===== config.mk =====
export PLATFORM = sky130hd
export DESIGN_NAME = relayLatch
export DESIGN_NICKNAME = d
export VERILOG_FILES = /design/src/rtl/relayLatchPkg.sv /design/src/rtl/relayLatchCtrl.sv /design/src/rtl/relayLatchPath.sv /design/src/rtl/relayLatch.sv
export SDC_FILE = /design/constraint.sdc
export NUM_CORES = 1
export LEC_CHECK = 0
export ABC_AREA = 1
export BUFFER_PORTS_ARGS = -buffer_cell sky130_fd_sc_hd__buf_2
export CAP_MARGIN = 20
export CORE_AREA = 2 2 39 41
export CTS_CLUSTER_DIAMETER = 100
export DETAILED_ROUTE_END_ITERATION = 12
export DIE_AREA = 0 0 41 43
export GPL_TIMING_DRIVEN = 0
export SLEW_MARGIN = 20
export SYNTH_ARGS = -nofsm -noshare
export SYNTH_HDL_FRONTEND = slang
export SYNTH_SLANG_ARGS = --single-unit

===== constraint.sdc =====
create_clock -name clk -period 1.35 [get_ports clk]
set_input_delay 0.2025 -clock clk [delete_from_list [all_inputs] [get_ports clk]]
set_output_delay 0.2025 -clock clk [all_outputs]
set_load 0.1 [all_outputs]

===== src/rtl/relayLatchPkg.sv =====
package relayLatchPkg;

  // Strobes handed from the control half to the datapath half.
  typedef struct packed {
    logic tick;     // interval strobe: state may update this cycle
    logic edgeHit;  // qualified edge detected at this strobe
    logic togMode;  // toggle mode selected
  } latchCmd_t;

endpackage


===== src/rtl/relayLatchCtrl.sv =====
module relayLatchCtrl
  import relayLatchPkg::*;
#(
  parameter int PICKUP_TICKS = 3,
  parameter bit FALL_EDGE    = 1'b0
) (
  input  logic      clk,
  input  logic      rst,
  input  logic      tick,
  input  logic      togIn,
  input  logic      togMode,
  output latchCmd_t cmd,
  output logic      edgePulse
);

  logic qualLvl;   // toggle level after pickup qualification
  logic prevLvl;   // qualified level seen at the previous strobe
  logic edgeNow;
  logic pulseQ;

  // Pickup qualifier: counts prior consecutive high samples.
  generate
    if (PICKUP_TICKS > 1) begin : g_pickup
      localparam int CNT_W = $clog2(PICKUP_TICKS);
      localparam logic [CNT_W-1:0] CNT_MAX = CNT_W'(PICKUP_TICKS - 1);
      logic [CNT_W-1:0] runCnt;

      always_ff @(posedge clk) begin
        if (rst) begin
          runCnt <= '0;
        end else if (tick) begin
          if (!togIn)
            runCnt <= '0;
          else if (runCnt != CNT_MAX)
            runCnt <= runCnt + 1'b1;
        end
      end

      assign qualLvl = togIn && (runCnt == CNT_MAX);
    end else begin : g_direct
      assign qualLvl = togIn;
    end
  endgenerate

  // Edge polarity chosen at build time.
  generate
    if (FALL_EDGE) begin : g_fall
      assign edgeNow = prevLvl && !qualLvl;
    end else begin : g_rise
      assign edgeNow = !prevLvl && qualLvl;
    end
  endgenerate

  always_ff @(posedge clk) begin
    if (rst) begin
      prevLvl <= 1'b0;
      pulseQ  <= 1'b0;
    end else if (tick) begin
      prevLvl <= qualLvl;
      pulseQ  <= edgeNow;
    end
  end

  always_comb begin
    cmd.tick    = tick;
    cmd.edgeHit = tick && edgeNow;
    cmd.togMode = togMode;
  end

  assign edgePulse = pulseQ;

endmodule


===== src/rtl/relayLatchPath.sv =====
module relayLatchPath
  import relayLatchPkg::*;
#(
  parameter bit SET_DOM = 1'b0
) (
  input  logic      clk,
  input  logic      rst,
  input  latchCmd_t cmd,
  input  logic      setIn,
  input  logic      rstIn,
  output logic      stateQ
);

  logic srNext;
  logic stateNext;

  generate
    if (SET_DOM) begin : g_setWins
      assign srNext = setIn | (stateQ & ~rstIn);
    end else begin : g_rstWins
      assign srNext = (setIn | stateQ) & ~rstIn;
    end
  endgenerate

  always_comb begin
    stateNext = stateQ;
    if (cmd.tick) begin
      if (cmd.togMode)
        stateNext = cmd.edgeHit ? ~stateQ : stateQ;
      else
        stateNext = srNext;
    end
  end

  always_ff @(posedge clk) begin
    if (rst)
      stateQ <= 1'b0;
    else
      stateQ <= stateNext;
  end

endmodule


===== src/rtl/relayLatch.sv =====
module relayLatch
  import relayLatchPkg::*;
#(
  parameter bit SET_DOM      = 1'b0,
  parameter bit FALL_EDGE    = 1'b0,
  parameter int PICKUP_TICKS = 3
) (
  input  logic clk,
  input  logic rst,
  input  logic tick,
  input  logic setIn,
  input  logic rstIn,
  input  logic togIn,
  input  logic togMode,
  output logic latchQ,
  output logic edgePulse
);

  latchCmd_t cmd;

  relayLatchCtrl #(
    .PICKUP_TICKS(PICKUP_TICKS),
    .FALL_EDGE   (FALL_EDGE)
  ) u_ctrl (
    .clk      (clk),
    .rst      (rst),
    .tick     (tick),
    .togIn    (togIn),
    .togMode  (togMode),
    .cmd      (cmd),
    .edgePulse(edgePulse)
  );

  relayLatchPath #(
    .SET_DOM(SET_DOM)
  ) u_path (
    .clk   (clk),
    .rst   (rst),
    .cmd   (cmd),
    .setIn (setIn),
    .rstIn (rstIn),
    .stateQ(latchQ)
  );

endmodule


== After elaboration in Yosys (flattened, before gate mapping) ==
Cells that the tools add are included.

* Flip-flop bits (word level): 5
* Bits of input ports: 7
* Logic and storage cells: 23
* Output and inout port bits: 2

* Bitwise gates (word level): 4
* Mux-type cells: 4
* Reductions and logical operators: 6
* $add $sub $neg: 1
* Equality and inequality tests: 4

{| class="wikitable"
|+ Operators with widths
! kind !! number
|-
| 2-bit 2-to-1 mux || 2
|-
| 2-bit by 1-bit inequality test with 1-bit output, second input constant || 2
|-
| 2-bit AND reduction || 2
|-
| 1-bit logical AND || 3
|-
| 2-bit by 1-bit adder with 2-bit output, second input constant || 1
|-
| 2-bit equality test, second input constant || 1
|-
| 1-bit 2-to-1 mux || 2
|-
| 2-bit inequality test, second input constant || 1
|-
| 1-bit inverter || 2
|-
| 1-bit AND || 1
|-
| 1-bit logical NOT || 1
|-
| 1-bit bitwise OR || 1
|}

== Logic depth before layout (Yosys ltp) ==
* Word-level depth: 6
* Depth in mapped cells: 8
* Depth with buffers taken out: 8

== Modules after synthesis ==
From an unflattened synthesis, not the netlist that was laid out.

* Cell total of the unflattened synthesis: 51
* Area, all modules: 305.3 um^2

{| class="wikitable"
|+ Modules (own cells, without submodules)
! module !! cells each !! instances !! area an instance (um^2)
|-
| relayLatchCtrl || 34 || 1 || 224.0
|-
| relayLatchPath || 17 || 1 || 81.3
|}

== Least setup slack after synthesis ==
Ideal clock, no wire load.

* Path type: reg2reg
* From: register u_path.stateQ
* To: register u_path.stateQ
* Period minus slack after synthesis: 1.500 ns
* Path slack: -0.150 ns
* Cell stages (with the launch flop): 6
* Buffers on the path: 0
* Required time: 1.237 ns
* Arrival time: 1.387 ns
* Cell sequence: dfxtp_1 inv_1 nand2_1 nand2_1 nor2_1 nor2_1

* Cells in the longest elaborated chain, start to end: 3

{| class="wikitable"
|+ Ends and longest elaborated chain
! what !! line !! RTL
|-
| start: declaration || relayLatchPath.sv:11 || <nowiki>output logic stateQ</nowiki>
|-
| start signal: assignment || relayLatchPath.sv:39 || <nowiki>stateQ <= stateNext;</nowiki>
|-
| 1-bit bitwise OR / 1-bit inverter (equally long branches) || relayLatchPath.sv:21, relayLatchPath.sv:29 ||
|-
| 1-bit AND / 1-bit 2-to-1 mux (equally long branches) || relayLatchPath.sv:21, relayLatchPath.sv:29 ||
|-
| 1-bit 2-to-1 mux * || relayLatchPath.sv:28 || <nowiki>if (cmd.togMode)</nowiki>
|}

Mark *: on every way between the ends. The rest lies on a longest branch, timed or not. The select of a mux whose other input is x is not followed.
A chain may end at the register's enable or synchronous reset.

== Final worst setup path ==
* From: register u_ctrl.pulseQ, in the netlist u_ctrl.edgePulse
* To: output edgePulse

{| class="wikitable"
|+ RTL lines
! what !! line !! RTL
|-
| start: declaration || relayLatchCtrl.sv:19 || <nowiki>logic pulseQ;</nowiki>
|-
| start signal: assignment || relayLatchCtrl.sv:60 || <nowiki>pulseQ <= edgeNow;</nowiki>
|-
| end: declaration || relayLatch.sv:16 || <nowiki>output logic edgePulse</nowiki>
|}

No word-level cell between the ends.

==> results.md <==
* DR DRC count at 0
* Post-Syn Instances at 43
* Grt total ovfl at 0
* Critical path buffers and inverters at 1
* Total Routed Length at 466 microns
* Leakage power at slightly above 0.2 nW
* Crit path max fanout at 2
* CP required at between 1 and 1.5 ns
* Num CTS Buffers at 3
* Deepest clock path buffer count at 2
* Fin. Hold Viols at 0
* Clock Root Buffer: clkbuf_4
* I/O pin count at 9
* Reg clk slew, reported paths at ~0.050 ns
* Unrepaired setup endpoints after global routing: false
* DRT Pass-1 Iters at 2
* Core footprint at between 1000 and 1500 sq um
* MaxCap Viol Count at 0
* First-pass GRT wire length at 807 microns
* Die height at around 43 microns
* Actual slew at the worst max-slew pin at between 0.4 and 0.5 ns
* Sink Count at 5
* Synth Warn # at 0
* Crit-path cells: buf_2
* Arr. time, crit path at slightly below 1 ns
* Die X at ~41 microns
* Crit-path max cell delay at around 0.42 ns
* Postcts setup bufs at 0
* Ant. Diodes at 0
* H-tree Lvls at 1
* Initial antenna violation count at 0
* Clock power share at 41.4%
* GRT Util Overall at 7.03%
* Post-synthesis net count at 51
* Maximum vdd ir drop at slightly above 0.4 mV
* Cell variety after synth at 11
* Period utilization at 87.6%
* Die Area at around 1800 sq um
* Fillers at between 150 and 200
* Setup TNS at 0 ns
* Max Freq at about 850 MHz
* RD Place Congestion at about 0.73
* Switching Share at between 20 and 30%
* Port Buffer Count at 8
* Mean post-synth cell area at between 6 and 7 sq um
* Latest clock arrival within the worst-skew pair at 0.24 ns
* Initial Utilization at around a fifth
* Post-route ant nets at 0
* Highest-delay cell along the critical path: buf_2
* Vias in the first global route at about 230
* Layout Utilization at around a quarter
* Total power at 414 uW
* Total net switching power at 119 uW
* Crit. End Element: output pin
* Rows at 14
* CTS tree: yes
* Setup violations, final at 0
* Critical path type: register to output pin
* Hold WC Path Type: input pin to register
* Top delay family on crit path: buffers and inverters
* Clock skew at around 0.0052 ns
* Detail-routed via count per cell at around 3.8
* Reg power frac at approximately two fifths
* # hold bufs at CTS at 0
* NumNets Final at 64
* DRT iter0 DRCs at 4
* Critical Path Source Type: register
* Sequential fraction of the synthesis area at 36.9%
* Flops & latches, synth at 5
* Syn-to-layout area delta at 32.3%
* Area of the mapped netlist at 272 sq um
* Tmin final at roughly 1.2 ns
* Total vias in the final route at 269
* DP Wirelength at slightly below 400 microns
* Pins over their slew limit at 0
* Pwr Density at ~1200 nW/um^2
* Largest net degree at the start of global routing at 5
* Layout cells sized above 1 at 29.1%
* Status: completed
* Post-CTS resize count at 0
* Int Pwr at 296 uW
* Max_slew headroom at around two thirds
* Drt wl/cell at around 6.6 microns
* Logic pwr share at roughly a fifth
==> final cells by class <==
type / instances / area (sq um) / area share [%]
multi-input cells: 28 / 134 / 37.3
inverters: 10 / 37.5 / 10.5
repair buffers: 8 / 40.0 / 11.1
clock buffers: 4 / 26.3 / 7.32
flip-flops and latches: 5 / 101 / 28.2
well taps: 16 / 20.0 / 5.57
==> synth_stat cells, drive strengths merged <==
cell | instances | share of area, %
a211oi | 1 | 2.8
a21oi | 2 | 3.7
dfxtp | 5 | 37
ha | 1 | 4.6
inv | 10 | 14
nand2 | 10 | 14
nand3 | 1 | 3.7
nor2 | 11 | 17
o21ai | 2 | 3.7
==> layout by cell type, fill, tap and decap left out <==
| cell | Yosys | routed |
|---|---|---|
| nand2_1 | 10 | 10 |
| inv_1 | 9 | 9 |
| nor2_1 | 9 | 9 |
| buf_2 | 0 | 8 |
| dfxtp_1 | 5 | 4 |
| clkbuf_4 | 0 | 3 |
| nor2_2 | 2 | 2 |
| a21oi_1 | 2 | 2 |
| o21ai_0 | 2 | 2 |
| inv_2 | 1 | 1 |
| a211oi_1 | 1 | 1 |
| nand3_2 | 1 | 1 |
| ha_1 | 1 | 1 |
| clkbuf_1 | 0 | 1 |
| dfxtp_2 | 0 | 1 |
==> state kept, by name, indices dropped and copies added (netlist names) <==
register / count
u_ctrl.edgePulse: 1
u_ctrl.g_pickup.runCnt: 2
u_ctrl.prevLvl: 1
u_path.stateQ: 1
==> power by group through the flow <==
stage	Sequential, mW	Clock (mW)	Combinational, mW
2_1_floorplan	0.187	0	0.0387
3_3_place_gp	0.165	0	0.0799
3_5_place_dp	0.165	0	0.0809
4_1_cts	0.163	0.181	0.0812
5_1_grt	0.164	0.189	0.0921
6_report	0.163	0.172	0.0803
==> through the flow <==
stage	area (sq um)	cells	setup slack, ns	hold slack [ns]
final	359	71	0.167	0.148
after global routing	359	71	0.134	0.152
after CTS	359	71	0.154	0.142
after detailed placement	333	67	0.273	0.402
after global placement	333	67	0.295	0.399
after floorplan	273	43	0.102	0.272
==> cell families after synthesis <==
kind of cell,share of synthesized area (%)
compound gates,10.1
fa+ha+maj,4.61
buf+inv,13.8
flops,36.9
simple gates,34.6
==> path summary, 6_finish.rpt <==
path	startpoint	to	slack [ns]	cells after the start
worst max register to register	u_ctrl.g_pickup.runCnt[0]	u_ctrl.g_pickup.runCnt[0]	0.28	6
worst min register to register	u_ctrl.edgePulse	u_ctrl.edgePulse	0.46	2
worst min-delay path	rst	u_ctrl.edgePulse	0.15	2
worst max-delay path	u_ctrl.edgePulse	edgePulse	0.17	1
==> per-layer routing <==
metal | wire length [microns] | vias up | global-route usage, %
met5 | 0 | - | 0
met4 | 0 | 0 | 0
met3 | 56 | 0 | 7.85
met2 | 174 | 12 | 9.38
met1 | 235 | 104 | 8.04
li1 | - | 153 | -
Power figures use the tool's default switching activity.
